[config.mk]
export PLATFORM = sky130hd
export DESIGN_NAME = irq_router
export DESIGN_NICKNAME = d
export VERILOG_FILES = /design/src/rtl/irq_router_pkg.sv /design/src/rtl/irq_csr_decode.sv /design/src/rtl/irq_pend_vec.sv /design/src/rtl/irq_cpu_route.sv /design/src/rtl/irq_rtc_line.sv /design/src/rtl/irq_router.sv
export SDC_FILE = /design/constraint.sdc
export NUM_CORES = 1
export LEC_CHECK = 0
export ABC_AREA = 1
export BUFFER_PORTS_ARGS = -buffer_cell sky130_fd_sc_hd__buf_2
export CELL_PAD_IN_SITES_DETAIL_PLACEMENT = 1
export CELL_PAD_IN_SITES_GLOBAL_PLACEMENT = 1
export CORE_MARGIN = 2
export CORE_UTILIZATION = 38
export CTS_BUF_LIST = sky130_fd_sc_hd__clkbuf_8
export CTS_CLUSTER_DIAMETER = 100
export DETAILED_ROUTE_END_ITERATION = 7
export MAX_ROUTING_LAYER = met4
export PLACE_DENSITY = 0.78
export SYNTH_ARGS = -nofsm -noshare
export SYNTH_HDL_FRONTEND = slang
export SYNTH_SLANG_ARGS = --single-unit
export TNS_END_PERCENT = 5
[constraint.sdc]
create_clock -name clk -period 1.58 [get_ports clk]
set_clock_uncertainty 0.15 [all_clocks]
set_input_delay 0.079 -clock clk [delete_from_list [all_inputs] [get_ports clk]]
set_output_delay 0.079 -clock clk [all_outputs]
set_load 0.1 [all_outputs]
[src/rtl/irq_router_pkg.sv]
package irq_router_pkg;

   typedef enum logic [2:0] {
      RK_NONE,
      RK_GEN,
      RK_MISC,
      RK_MASK,
      RK_ACTIVE,
      RK_PEND
   } reg_kind_e;

   localparam int MAX_CPU       = 4;
   localparam int REG_STRIDE_LG = 6;
   localparam int IDX_GEN       = 0;
   localparam int IDX_MISC      = 2;
   localparam int IDX_PEND      = 12;
   localparam int MISC_ACK_BIT  = 4;
   localparam logic [1:0] SIZE_FULL = 2'd3;

endpackage

[src/rtl/irq_csr_decode.sv]
module irq_csr_decode
   import irq_router_pkg::*;
#(
   parameter int IDXW = 5,
   parameter int NCPU = 4
) (
   input  logic [IDXW-1:0] idx_i,
   input  logic            write_i,
   input  logic [1:0]      size_i,
   input  logic            ack_bit_i,
   output reg_kind_e       kind_o,
   output logic [1:0]      cpu_o,
   output logic            err_o
);

   localparam int LOWW = 5;

   logic            hi_zero;
   logic [LOWW-1:0] low;
   logic            legal;
   logic            cpu_ok;

   generate
      if (IDXW < LOWW) begin : g_bad_idxw
         $error("irq_csr_decode: index width must be at least 5");
      end
      if (IDXW > LOWW) begin : g_hi
         assign hi_zero = ~|idx_i[IDXW-1:LOWW];
      end else begin : g_nohi
         assign hi_zero = 1'b1;
      end
   endgenerate

   assign low    = idx_i[LOWW-1:0];
   assign cpu_o  = {low[4], low[0]};
   assign cpu_ok = (32'(cpu_o) < NCPU);

   always_comb begin
      kind_o = RK_NONE;
      legal  = 1'b0;
      if (hi_zero) begin
         if (low[3:1] == 3'b100) begin
            kind_o = RK_MASK;
            legal  = cpu_ok;
         end else if (low[3:1] == 3'b101) begin
            kind_o = RK_ACTIVE;
            legal  = cpu_ok && !write_i;
         end else if (low == LOWW'(IDX_GEN)) begin
            kind_o = RK_GEN;
            legal  = !write_i;
         end else if (low == LOWW'(IDX_MISC)) begin
            kind_o = RK_MISC;
            legal  = !write_i || ack_bit_i;
         end else if (low == LOWW'(IDX_PEND)) begin
            kind_o = RK_PEND;
            legal  = !write_i;
         end
      end
   end

   assign err_o = !legal || (size_i != SIZE_FULL);

endmodule

[src/rtl/irq_pend_vec.sv]
module irq_pend_vec #(
   parameter int W = 64
) (
   input  logic         clk,
   input  logic         rst_n,
   input  logic [W-1:0] set_i,
   input  logic [W-1:0] clr_i,
   output logic [W-1:0] pend_o
);

   logic [W-1:0] pend_q;

   always_ff @(posedge clk) begin
      if (!rst_n) pend_q <= '0;
      else        pend_q <= (pend_q | set_i) & ~clr_i;
   end

   assign pend_o = pend_q;


   clr_gone_chk: assert property (@(posedge clk) disable iff (!rst_n)
      (|clr_i) |=> ((pend_q & $past(clr_i)) == '0));


   set_seen_chk: assert property (@(posedge clk) disable iff (!rst_n)
      (|(set_i & ~clr_i)) |=>
         ((pend_q & $past(set_i & ~clr_i)) == $past(set_i & ~clr_i)));

endmodule

[src/rtl/irq_cpu_route.sv]
module irq_cpu_route #(
   parameter int W = 64
) (
   input  logic         clk,
   input  logic         rst_n,
   input  logic         wr_en_i,
   input  logic [W-1:0] wdata_i,
   input  logic [W-1:0] pend_i,
   output logic [W-1:0] mask_o,
   output logic [W-1:0] active_o,
   output logic         irq_o
);

   logic [W-1:0] mask_q;

   always_ff @(posedge clk) begin
      if (!rst_n)       mask_q <= '0;
      else if (wr_en_i) mask_q <= wdata_i;
   end

   assign mask_o   = mask_q;
   assign active_o = mask_q & pend_i;
   assign irq_o    = |active_o;


   mask_load_chk: assert property (@(posedge clk) disable iff (!rst_n)
      wr_en_i |=> (mask_q == $past(wdata_i)));


   irq_steady_chk: assert property (@(posedge clk) disable iff (!rst_n)
      ($stable(mask_q) && $stable(pend_i)) |-> $stable(irq_o));

endmodule

[src/rtl/irq_rtc_line.sv]
module irq_rtc_line (
   input  logic clk,
   input  logic rst_n,
   input  logic tick_i,
   input  logic ack_i,
   output logic irq_o
);

   logic irq_q;

   always_ff @(posedge clk) begin
      if (!rst_n)      irq_q <= 1'b0;
      else if (tick_i) irq_q <= 1'b1;
      else if (ack_i)  irq_q <= 1'b0;
   end

   assign irq_o = irq_q;


   tick_raise_chk: assert property (@(posedge clk) disable iff (!rst_n)
      tick_i |=> irq_q);


   ack_drop_chk: assert property (@(posedge clk) disable iff (!rst_n)
      (ack_i && !tick_i) |=> !irq_q);

endmodule

[src/rtl/irq_router.sv]
module irq_router
   import irq_router_pkg::*;
#(
   parameter int DW   = 64,
   parameter int NCPU = 4,
   parameter int AW   = 11,
   parameter int CIDW = 2
) (
   input  logic            clk,
   input  logic            rst_n,
   input  logic            req_valid,
   input  logic            req_write,
   input  logic [AW-1:0]   req_addr,
   input  logic [1:0]      req_size,
   input  logic [CIDW-1:0] req_cpu,
   input  logic [DW-1:0]   req_wdata,
   output logic            rsp_valid,
   output logic [DW-1:0]   rsp_rdata,
   output logic            rsp_err,
   input  logic [DW-1:0]   pend_set,
   input  logic [DW-1:0]   pend_clr,
   input  logic            rtc_tick,
   output logic [NCPU-1:0] dev_irq,
   output logic            rtc_irq
);

   localparam int IDXW = AW - REG_STRIDE_LG;

   generate
      if (NCPU < 1 || NCPU > MAX_CPU) begin : g_bad_ncpu
         $error("irq_router: NCPU must be 1..4");
      end
      if (DW <= MISC_ACK_BIT) begin : g_bad_dw
         $error("irq_router: data width too small for the acknowledge bit");
      end
      if (CIDW != 2) begin : g_bad_cidw
         $error("irq_router: CPU ID width must be 2");
      end
   endgenerate

   reg_kind_e       kind;
   logic [1:0]      sel_cpu;
   logic            dec_err;
   logic [DW-1:0]   pend;
   logic [DW-1:0]   mask_a   [MAX_CPU];
   logic [DW-1:0]   active_a [MAX_CPU];
   logic            wr_ok;
   logic            rtc_ack;
   logic [DW-1:0]   rdata_n;
   logic            unused_addr_low;

   assign unused_addr_low = ^req_addr[REG_STRIDE_LG-1:0];

   irq_csr_decode #(
      .IDXW (IDXW),
      .NCPU (NCPU)
   ) u_dec (
      .idx_i     (req_addr[AW-1:REG_STRIDE_LG]),
      .write_i   (req_write),
      .size_i    (req_size),
      .ack_bit_i (req_wdata[MISC_ACK_BIT]),
      .kind_o    (kind),
      .cpu_o     (sel_cpu),
      .err_o     (dec_err)
   );

   assign wr_ok   = req_valid && req_write && !dec_err;
   assign rtc_ack = wr_ok && (kind == RK_MISC);

   irq_pend_vec #(.W(DW)) u_pend (
      .clk    (clk),
      .rst_n  (rst_n),
      .set_i  (pend_set),
      .clr_i  (pend_clr),
      .pend_o (pend)
   );

   genvar g;
   generate
      for (g = 0; g < MAX_CPU; g++) begin : g_cpu
         if (g < NCPU) begin : g_live
            logic wr_this;
            assign wr_this = wr_ok && (kind == RK_MASK) && (sel_cpu == 2'(g));
            irq_cpu_route #(.W(DW)) u_route (
               .clk      (clk),
               .rst_n    (rst_n),
               .wr_en_i  (wr_this),
               .wdata_i  (req_wdata),
               .pend_i   (pend),
               .mask_o   (mask_a[g]),
               .active_o (active_a[g]),
               .irq_o    (dev_irq[g])
            );
         end else begin : g_absent
            assign mask_a[g]   = '0;
            assign active_a[g] = '0;
         end
      end
   endgenerate

   irq_rtc_line u_rtc (
      .clk    (clk),
      .rst_n  (rst_n),
      .tick_i (rtc_tick),
      .ack_i  (rtc_ack),
      .irq_o  (rtc_irq)
   );

   always_comb begin
      rdata_n = '0;
      if (!dec_err && !req_write) begin
         case (kind)
            RK_MISC: begin
               rdata_n[MISC_ACK_BIT] = rtc_irq;
               rdata_n[1:0]          = req_cpu;
            end
            RK_MASK:   rdata_n = mask_a[sel_cpu];
            RK_ACTIVE: rdata_n = active_a[sel_cpu];
            RK_PEND:   rdata_n = pend;
            default:   rdata_n = '0;
         endcase
      end
   end

   always_ff @(posedge clk) begin
      if (!rst_n) begin
         rsp_valid <= 1'b0;
         rsp_err   <= 1'b0;
         rsp_rdata <= '0;
      end else begin
         rsp_valid <= req_valid;
         rsp_err   <= req_valid && dec_err;
         rsp_rdata <= req_valid ? rdata_n : '0;
      end
   end


   rsp_follow_chk: assert property (@(posedge clk) disable iff (!rst_n)
      req_valid |=> rsp_valid);


   rsp_idle_chk: assert property (@(posedge clk) disable iff (!rst_n)
      !req_valid |=> (!rsp_valid && !rsp_err));


   narrow_err_chk: assert property (@(posedge clk) disable iff (!rst_n)
      (req_valid && req_size != SIZE_FULL) |=> (rsp_err && rsp_rdata == '0));


   misc_noack_chk: assert property (@(posedge clk) disable iff (!rst_n)
      (req_valid && req_write && !req_wdata[MISC_ACK_BIT] && !rtc_tick &&
       req_addr[AW-1:REG_STRIDE_LG] == IDXW'(IDX_MISC))
      |=> (rsp_err && rtc_irq == $past(rtc_irq)));

endmodule

## After elaboration in Yosys (flattened, before gate mapping)

Cells that the tools add are included.
Widths: inputs -> output; s select.

| operators by class | value |
|---|---|
| add/sub/neg operators | 0 |
| $mul | 0 |
| divide/modulo/power cells | 0 |
| magnitude comparators | 1 |
| equality and inequality tests | 12 |
| shift-type cells | 0 |
| multiplexer cells | 22 |
| bitwise logic cells | 8 |
| reduce and logical (&&, ||, !) cells | 23 |

Operators with widths:

| kind | count |
|---|---|
| $and 64x64->64 | 5 |
| $bmux 64 s2 | 2 |
| $mux 64 | 4 |
| $reduce_or 64->1 | 4 |
| $pmux 59 s3 | 1 |
| $not 64->64 | 1 |
| $or 64x64->64 | 1 |
| $mux 3 | 5 |
| $eq 3x3->1 const B | 4 |
| $logic_and 1x1->1 | 10 |
| $pmux 2 s4 | 1 |
| $mux 1 | 7 |
| $eq 3x2->1 const B | 2 |
| $pmux 2 s3 | 1 |
| $eq 5x2->1 const B | 1 |
| $eq 5x4->1 const B | 1 |
| $logic_not 5->1 | 1 |
| $eq 2x2->1 const B | 2 |
| $pmux 1 s4 | 1 |
| $ge 3x3->1 const B | 1 |
| $logic_not 1->1 | 3 |
| $not 2->3 | 1 |
| $reduce_and 3->1 | 1 |
| $eq 2x1->1 const B | 1 |
| 4 further kinds | 5 |

| word-level totals | value |
|---|---|
| flip-flop bits (word level) | 387 |
| latch bits | 0 |
| RAM bits | 0 |
| bits in read-only memories | 0 |
| output and inout port bits | 71 |
| memories | 0 |

## Depth between registers and ports, before layout

Gate-level depths: netlist (run 1).

| depth | value |
|---|---|
| depth after elaboration | 13 |
| gate-level depth with buffers | 15 |

## Modules after synthesis

From an unflattened synthesis (run 1), not the netlist that was laid out.

| second synthesis, totals | value |
|---|---|
| cells, all modules | 3944 |
| area total of the unflattened synthesis | 22500.3 um^2 |

Modules (own cells, without submodules):

| module | instances | cells each | area each (um^2) |
|---|---|---|---|
| irq_cpu_route | 4 | 460 | 3007.9 |
| irq_router | 1 | 1741 | 7966.4 |
| irq_pend_vec | 1 | 327 | 2321.0 |
| irq_csr_decode | 1 | 30 | 137.6 |
| irq_rtc_line | 1 | 6 | 43.8 |

## Worst setup path after synthesis (run 1)

Ideal clock, no wire load.

| timing path | value |
|---|---|
| path type | input-to-reg |
| start | input port req_addr[8] |
| end | register g_cpu[1].g_live.u_route.mask_q[0] |
| library setup time | 0.113 ns |
| arrival time | 1.372 ns |
| data required time | 1.317 ns |
| path slack | -0.055 ns |
| cell stages on the path | 14 |
| cells stage by stage | inv_1 -> nand2_1 -> nor2_1 -> inv_1 -> nand2_1 -> nand2_1 -> nand2_2 -> nand3_1 -> nor2_2 -> buf_2 -> buf_2 -> nand3_1 -> nand2_1 -> nor2_1 |

| on the way | value |
|---|---|
| cells in the longest elaborated chain, start to end | 12 |
| elaborated cells on any way between the ends | 22 |
| classes of those cells | eq/ne: 5; mux: 10; reduce/logical: 7 |

Ends and longest elaborated chain:

| what | line | text |
|---|---|---|
| start, declared | irq_router.sv:13 | `input logic [AW-1:0] req_addr,` |
| $eq 5x4->1 | irq_csr_decode.sv:54 | `end else if (low == LOWW'(IDX_PEND)) begin` |
| $mux 1 | irq_csr_decode.sv:54 |  |
| $mux 1 | irq_csr_decode.sv:51 | `end else if (low == LOWW'(IDX_MISC)) begin` |
| $mux 1 | irq_csr_decode.sv:48 | `end else if (low == LOWW'(IDX_GEN)) begin` |
| $mux 1 | irq_csr_decode.sv:45 | `end else if (low[3:1] == 3'b101) begin` |
| $mux 1 | irq_csr_decode.sv:42 | `if (low[3:1] == 3'b100) begin` |
| $logic_not 1->1 | irq_csr_decode.sv:61 | `assign err_o = !legal \|\| (size_i != SIZE_FULL);` |
| $logic_or 1x1->1 | irq_csr_decode.sv:61 |  |
| $logic_not 1->1 | irq_router.sv:67 | `assign wr_ok = req_valid && req_write && !dec_err;` |
| $logic_and 1x1->1 | irq_router.sv:67 |  |
| $logic_and 1x1->1 (*) (2 in a row) | irq_router.sv:83 | `assign wr_this = wr_ok && (kind == RK_MASK) && (sel_cpu == 2'(g));` |
| end signal, assigned | irq_cpu_route.sv:18 | `else if (wr_en_i) mask_q <= wdata_i;` |
| end, declared | irq_cpu_route.sv:14 | `logic [W-1:0] mask_q;` |

Every way passes the cells marked *; elsewhere a longest branch is shown, timed or not.
A chain may end at the register's enable or synchronous reset.

## Worst setup path after layout (run 1)

| timing path | value |
|---|---|
| start | register u_pend.pend_q[51] (netlist: u_pend.pend_o[51]) |
| end | output port dev_irq[2] |

| on the way | value |
|---|---|
| cells in the longest elaborated chain, start to end | 2 |

Ends and longest elaborated chain:

| what | line | text |
|---|---|---|
| start, declared | irq_pend_vec.sv:11 | `logic [W-1:0] pend_q;` |
| start signal, assigned | irq_pend_vec.sv:15 | `else pend_q <= (pend_q \| set_i) & ~clr_i;` |
| $and 64x64->64 | irq_cpu_route.sv:22 | `assign active_o = mask_q & pend_i;` |
| $reduce_or 64->1 | irq_cpu_route.sv:23 | `assign irq_o = \|active_o;` |
| end, declared | irq_router.sv:23 | `output logic [NCPU-1:0] dev_irq,` |

Every way passes these cells.

==> results of run 1 <==
## Yosys cell counts
| cell type | number | area [sq um] |
|---|---|---|
| sky130_fd_sc_hd__nand4_4 | 1 | 21.3 |
| sky130_fd_sc_hd__nand3_1 | 271 | 1360 |
| sky130_fd_sc_hd__inv_1 | 165 | 619 |
| sky130_fd_sc_hd__nand4_1 | 47 | 294 |
| sky130_fd_sc_hd__o21ai_0 | 38 | 190 |
| sky130_fd_sc_hd__buf_2 | 14 | 70.1 |
| sky130_fd_sc_hd__nand2_1 | 680 | 2550 |
| sky130_fd_sc_hd__dfxtp_1 | 387 | 7750 |
| sky130_fd_sc_hd__buf_4 | 24 | 180 |
| sky130_fd_sc_hd__o22ai_1 | 33 | 206 |
| sky130_fd_sc_hd__nor2_4 | 1 | 11.3 |
| sky130_fd_sc_hd__inv_2 | 1 | 3.75 |
| sky130_fd_sc_hd__a22o_1 | 18 | 158 |
| sky130_fd_sc_hd__nor2_2 | 1 | 6.26 |
| sky130_fd_sc_hd__clkbuf_1 | 50 | 188 |
| sky130_fd_sc_hd__o21a_1 | 1 | 7.51 |
| sky130_fd_sc_hd__buf_6 | 24 | 270 |
| sky130_fd_sc_hd__o221ai_1 | 1 | 8.76 |
| sky130_fd_sc_hd__nor3_2 | 1 | 10.0 |
| sky130_fd_sc_hd__a221oi_1 | 7 | 61.3 |
| sky130_fd_sc_hd__a22oi_1 | 10 | 75.1 |
| sky130_fd_sc_hd__nor3_1 | 76 | 380 |
| sky130_fd_sc_hd__a41o_1 | 1 | 10.0 |
| sky130_fd_sc_hd__nor3b_1 | 1 | 7.51 |
| sky130_fd_sc_hd__a31oi_1 | 1 | 6.26 |
| sky130_fd_sc_hd__clkinv_1 | 2 | 7.51 |
| sky130_fd_sc_hd__and2_1 | 1 | 6.26 |
| sky130_fd_sc_hd__nor2_1 | 600 | 2250 |
| sky130_fd_sc_hd__nor4_1 | 7 | 43.8 |
| sky130_fd_sc_hd__nand2_2 | 1 | 6.26 |
| sky130_fd_sc_hd__nor2_8 | 4 | 80.1 |
| sky130_fd_sc_hd__o2111ai_1 | 9 | 78.8 |
| sky130_fd_sc_hd__nand3b_1 | 3 | 22.5 |
| sky130_fd_sc_hd__o211ai_1 | 59 | 443 |
| sky130_fd_sc_hd__a21oi_1 | 103 | 515 |
| sky130_fd_sc_hd__buf_1 | 57 | 214 |
## worst max-delay path by stage
stage | startpoint | end
after global routing | u_pend.pend_o[51] | dev_irq[2]
final | u_pend.pend_o[51] | dev_irq[2]
after CTS | u_pend.pend_o[27] | dev_irq[2]
after detailed placement | u_pend.pend_o[9] | dev_irq[0]
after global placement | u_pend.pend_o[9] | dev_irq[0]
after floorplan | req_addr[6] | g_cpu[1].g_live.u_route.mask_o[18]
## critical path, cell delays in order, from the launching register on
cell	delay [ns]
sky130_fd_sc_hd__dfxtp_1	0.37
sky130_fd_sc_hd__nand2_1	0.36
sky130_fd_sc_hd__nand4_1	0.21
sky130_fd_sc_hd__a21oi_2	0.18
sky130_fd_sc_hd__nand4_1	0.13
sky130_fd_sc_hd__nor2_1	0.13
sky130_fd_sc_hd__buf_4	0.14
sky130_fd_sc_hd__nand4_1	0.16
sky130_fd_sc_hd__buf_12	0.24
## registers in the layout (all words and copies together) (netlist names)
register and cells:
g_cpu.g_live.u_route.mask_o 256, rsp_rdata 64, u_pend.pend_o 64, rsp_err 1, rsp_valid 1, u_rtc.irq_o 1
## metrics by stage
| step | hold slack, ns | util [%] | instance area, sq um | std cells |
|---|---|---|---|---|
| final | -0.0727 | 61.1 | 28600 | 4277 |
| after global routing | 0.0420 | 61.1 | 28600 | 4274 |
| after CTS | -0.199 | 59.3 | 27700 | 4230 |
| after detailed placement | 0.0978 | 49.7 | 23300 | 3850 |
| after global placement | 0.0937 | 49.7 | 23300 | 3850 |
| after floorplan | 0.00579 | - | 18100 | 2700 |
## final cells by class
class	instances	area, sq um
Antenna cell	16	40.0
Clock buffer	86	1180
Clock inverter	26	141
Fill cell	5889	18200
Inverter	168	639
Multi-Input combinational cell	1976	9350
Sequential cell	387	7780
Tap cell	607	759
Timing Repair Buffer	1011	8690
## cell families after synthesis
family / after synthesis / synth area share, %
AOI/OAI and AO/OA: 281 / 9.72
buffers and inverters: 337 / 8.57
DFF: 387 / 42.8
and+or+nand+nor: 1695 / 38.9
## power breakdown
part           internal [mW]  total, mW  switching, mW
logic                   1.25       2.81           1.56
registers               9.85       9.97          0.124
clock network           5.02       9.85           4.83
## metal layers
| layer | global-route usage [%] | vias up |
|---|---|---|
| met2 | 67.8 | 1689 |
| met1 | 45.3 | 12200 |
| met4 | 28.1 | 0 |
| met3 | 8.81 | 662 |
| met5 | - | - |
| li1 | - | 10600 |
## repair_timing
item	in CTS	in global routing
endpoints found under the hold margin	355	67
pin swaps	22	27
resized for setup	152	143
cloned	0	4
setup buffers	7	3
hold buffers	262	27
endpoints found under the setup margin	71	373
==> flow_summary.yaml, run 1 <==
clock_tree:
  cts_tree: "yes"
  cts.clk_slew.worst_paths_ns: 0.07
  cts.sinks: 387
  clkLatencyLatePin_ns: 0.70
  htreeDepth: 3
  cts.path.max_buffers: 3
  clock_root_buffer: "sky130_fd_sc_hd__clkbuf_8"
  cts-buffers-inserted: 70
placement:
  globalplace.congestion: 0.927
  hpwl_mm: 55.1
  dpl_worst_slack_ns: -0.791
  port-buffer-count: 276
critical_path:
  reg2reg_slack_ns: -0.43
  critical_path.startpoint_type: "flop"
  worstPathArrival_ns: 2.60
  setup.worst_path.class: "reg2out"
  critPathRequiredTime_ns: 1.35
  critical_path.max_fanout: 5
  timing.rr.end: "rsp_rdata[47]"
  worst-r2r-cell-count: 7
  reg2reg_from: "g_cpu[1].g_live.u_route.mask_o[47]"
  critPathCaptureType: "output pin"
timing:
  rsz0062_at_grt: "yes"
  finalHoldViolCount: 1
  clock.fmax_mhz: 354
  fin_crit_ns: 2.82
  finalSetupViolations: 33
  finalMaxSlewViolations: 0
  timing_worst_slew_pin_value_ns: 0.829
  maxSlewHeadroom_pct: 44.7
  hold_slack_ns: -0.0727
  totalNegativeSetupSlack_ns: -10.08
  final_critical_path_setup_slack_ns: -1.24
  min_period_over_period_pct: 179
yosys:
  syn_area_per_cell_sq_um: 6.71
  syn-num-nets: 2912
  seq_area_frac_synth_pct: 42.8
  synth_cell_type_count: 36
  postSynthCellCount: 2700
  netlist_area_sq_um: 18100
  ys_seq_elements: 387
  synth.yosys.warnings: 0
floorplanning:
  rows: 79
  die_footprint_sq_um: 49400
  io_pins: 283
  dieHeight_um: 222
  initial_core_util_pct: 38.7
  core_area_sq_um: 46800
  die_w_um: 222
finish:
  syn2layout_area_growth_pct: 57.8
  final_layout_size_suffix_gt1_share_pct: 26.5
  layout_commonest_cell: "sky130_fd_sc_hd__nand2_1"
  final_nets: 3826
  mostFrequentLayoutCells: "660 x sky130_fd_sc_hd__nand2_1, 582 x sky130_fd_sc_hd__nor2_1, 438 x sky130_fd_sc_hd__buf_4, 362 x sky130_fd_sc_hd__dfxtp_1, 269 x sky130_fd_sc_hd__nand3_1"
pwr:
  vdd_ir_max_v: 0.000528
  power_leakage_nw: 13.0
  power_per_cell_area_nw_per_um2: 792
  total_power_mw: 22.6
route:
  met1_length_mm: 40.0
  met2RoutedLength_mm: 51.5
  route.antenna.remaining_nets: 0
  route.detailed.wl_per_inst_um: 25.8
  vias: 25100
  route.detailed.vias_per_inst: 5.87
  totalWireLength_mm: 110
  drc_viols: 0
  met3_wirelength_mm: 10.3
  routed.top_layer: "met4"
  firstDrtPassIters: 8
  drt_iter0_markers: 2855
status:
  run_status: "finished with violations"
  failed_checks: "negative hold slack, negative setup slack"
global_route:
  grt.total_usage_pct: 41.4
  first_global_vias: 26700
  pin_count_of_the_biggest_net_entering_global_routing: 99
  grt-ovfl-total: 0
  antenna_found_initial: 12
  grt_pass1_wl_mm: 155
min_path:
  hold_end: "u_rtc.irq_o"
  worst_hold_path_type: "in2reg"
  hold_path_startpoint: "req_addr[7]"
  whs_path_depth: 5
run:
  max_cap_viol_count: 0
No activity file was read; power rests on OpenSTA's default activity.
==> inputs of run 2 (changes only) <==
--- a/config.mk
+++ b/config.mk
@@ -16,6 +16,7 @@
 export DETAILED_ROUTE_END_ITERATION = 7
 export MAX_ROUTING_LAYER = met4
 export PLACE_DENSITY = 0.78
+export SKIP_LAST_GASP = 1
 export SYNTH_ARGS = -nofsm -noshare
 export SYNTH_HDL_FRONTEND = slang
 export SYNTH_SLANG_ARGS = --single-unit
==> run 2 against run 1 <==
Register-to-register slack better by 0.15 ns. Cell area fell by 1.9%. Highest routed layer unchanged. Maximum frequency grew 0.42%. Sequential power is essentially flat. Non-clock buffer count down 12. Combinational power fell by 4%. The run still ends with negative hold slack, negative setup slack left.
==> flow_summary.yaml, run 2 (synthesis gave the netlist of run 1 again) <==
status:
  run_status: "finished with violations"
  failed_checks: "negative hold slack, negative setup slack"
placement:
  port-buffer-count: 276
  placed_cells: 3850
  hpwl_mm: 55.1
  globalplace.congestion: 0.927
route:
  route.antenna.remaining_nets: 0
  totalWireLength_mm: 110
  route.detailed.wl_per_inst_um: 25.8
  route.detailed.vias_per_inst: 5.94
  vias: 25300
  drc_viols: 0
  firstDrtPassIters: 6
  drt_iter0_markers: 2874
critical_path:
  critPathRequiredTime_ns: 1.35
  critical_path.startpoint_type: "flop"
  reg2reg_slack_ns: -0.28
  crit_path_cell_trace: "nand2_2, nand4_1, a21oi_2, nand4_1, nor2_2, nand2_4, buf_12"
  max_stage_delay_ns: 0.49
  path_delay_family: "simple AND/OR/NAND/NOR gates"
  critical_path.max_fanout: 3
  buffering_stage_count_on_the_worst_path_with_inverters_included: 1
  critPathCaptureType: "output pin"
  timing.rr.end: "rsp_rdata[44]"
  setup.worst_path.class: "reg2out"
  reg2reg_from: "g_cpu[1].g_live.u_route.mask_o[44]"
  worst-r2r-cell-count: 5
  slowest_stage: "sky130_fd_sc_hd__dfxtp_1"
  critical_path.most_common_cell: "sky130_fd_sc_hd__nand4_1"
  worstPathArrival_ns: 2.58
timing:
  finalMaxSlewViolations: 0
  maxSlewHeadroom_pct: 51.0
  min_period_over_period_pct: 178
  timing_worst_slew_pin_value_ns: 0.734
  clock.fmax_mhz: 356
  finalSetupViolations: 128
  hold_slack_ns: -0.0308
  final_critical_path_setup_slack_ns: -1.23
  finalHoldViolCount: 1
  rsz0062_at_grt: "yes"
  fin_crit_ns: 2.81
global_route:
  grt_pass1_wl_mm: 149
  pin_count_of_the_biggest_net_entering_global_routing: 99
  grt.total_usage_pct: 39.8
  first_global_vias: 26200
  antenna_found_initial: 9
  grt-ovfl-total: 0
floorplanning:
  rows: 79
  die_w_um: 222
  initial_core_util_pct: 38.7
  dieHeight_um: 222
  core_area_sq_um: 46800
  die_footprint_sq_um: 49400
  io_pins: 283
clock_tree:
  cts_tree: "yes"
  cts.path.max_buffers: 3
  clock_root_buffer: "sky130_fd_sc_hd__clkbuf_8"
  cts.clk_slew.worst_paths_ns: 0.08
  clkLatencyLatePin_ns: 0.68
  htreeDepth: 3
  cts-buffers-inserted: 70
  cts.sinks: 387
finish:
  fin_cells: 4260
  syn2layout_area_growth_pct: 54.8
  max_ffs_per_register: 256
  mostFrequentLayoutCells: "662 x sky130_fd_sc_hd__nand2_1, 591 x sky130_fd_sc_hd__nor2_1, 386 x sky130_fd_sc_hd__buf_4, 364 x sky130_fd_sc_hd__dfxtp_1, 271 x sky130_fd_sc_hd__buf_2"
  final_util_pct: 60.0
  final_layout_size_suffix_gt1_share_pct: 25.5
  layout_commonest_cell: "sky130_fd_sc_hd__nand2_1"
  final_nets: 3814
pwr:
  power_leakage_nw: 12.6
  vdd_ir_max_v: 0.000438
  power_per_cell_area_nw_per_um2: 804
min_path:
  whs_path_depth: 7
  worst_hold_path_type: "in2reg"
  hold_end: "u_rtc.irq_o"
  hold_path_startpoint: "req_valid"
run:
  max_cap_viol_count: 0
run 2: changes by cell type in the layout (fill, tap and decap cells not counted), sizes merged:
cell,previous run,this run
dlymetal6s4s,25,1
clkbuf,91,93
buf,725,731
diode,16,11
dlygate4sd3,256,260
run 2: report_power, final:
part / leakage (nW) / internal (mW) / switching [mW] / total, mW
Clock: 0.742 / 5.02 / 4.85 / 9.87
Combinational: 8.71 / 1.20 / 1.51 / 2.71
Sequential: 3.14 / 9.85 / 0.121 / 9.97
Total: 12.6 / 16.1 / 6.48 / 22.5
run 2: area by class of cell:
type / count / area [sq um]
fillers: 6009 / 18700
multi-input cells: 1976 / 9150
repair buffers: 999 / 8360
flip-flops and latches: 387 / 7780
clock buffers: 86 / 1180
well taps: 607 / 759
inverters: 168 / 639
clock inverters: 26 / 141
diodes: 11 / 27.5
run 2: through the flow:
step	total power, mW	TNS [ns]	setup WS (ns)	hold WS, ns	cell area, sq um
2_1_floorplan	10.9	-0.721	-0.0134	0.00579	18100
3_3_place_gp	12.0	-99.32	-0.707	0.0937	23300
3_5_place_dp	12.1	-119.35	-0.791	0.0978	23300
4_1_cts	21.9	-106.75	-0.943	-0.199	27500
5_1_grt	23.1	-26.15	-1.24	0.0400	28000
6_report	22.5	-21.51	-1.23	-0.0308	28000
run 2: timing repair:
item / 4_1_cts / 5_1_grt
resized for setup: 69 / 66
hold endpoints to repair: 355 / 44
buffers inserted: 7 / 14
pin swaps: 21 / 24
hold buffers: 262 / 3
endpoints found under the setup margin: 71 / 434
gates cloned: 0 / 6
run 2: how the worst max path moves through the flow:
stage | startpoint | endpoint | cells after the start
2_1_floorplan | req_addr[6] | g_cpu[1].g_live.u_route.mask_o[18] | 10
3_3_place_gp | u_pend.pend_o[9] | dev_irq[0] | 8
3_5_place_dp | u_pend.pend_o[9] | dev_irq[0] | 8
4_1_cts | u_pend.pend_o[27] | dev_irq[2] | 6
5_1_grt | g_cpu[0].g_live.u_route.mask_o[49] | dev_irq[0] | 7
6_report | g_cpu[0].g_live.u_route.mask_o[49] | dev_irq[0] | 7
run 2: worst min-delay path, stage by stage:
cell	delay, ns
sky130_fd_sc_hd__buf_2	0.13
sky130_fd_sc_hd__nand2_1	0.07
sky130_fd_sc_hd__inv_1	0.07
sky130_fd_sc_hd__nand3_4	0.10
sky130_fd_sc_hd__buf_4	0.11
sky130_fd_sc_hd__o21ai_1	0.05
sky130_fd_sc_hd__a21oi_1	0.12
run 2: layer usage:
metal | vias to the layer above | GRT usage (%) | wire (um)
li1 | 10600 | - | -
met1 | 12200 | 44.9 | 40000
met2 | 1821 | 65.6 | 50100
met3 | 742 | 6.81 | 10600
met4 | 0 | 25.0 | 9040
met5 | - | - | 0
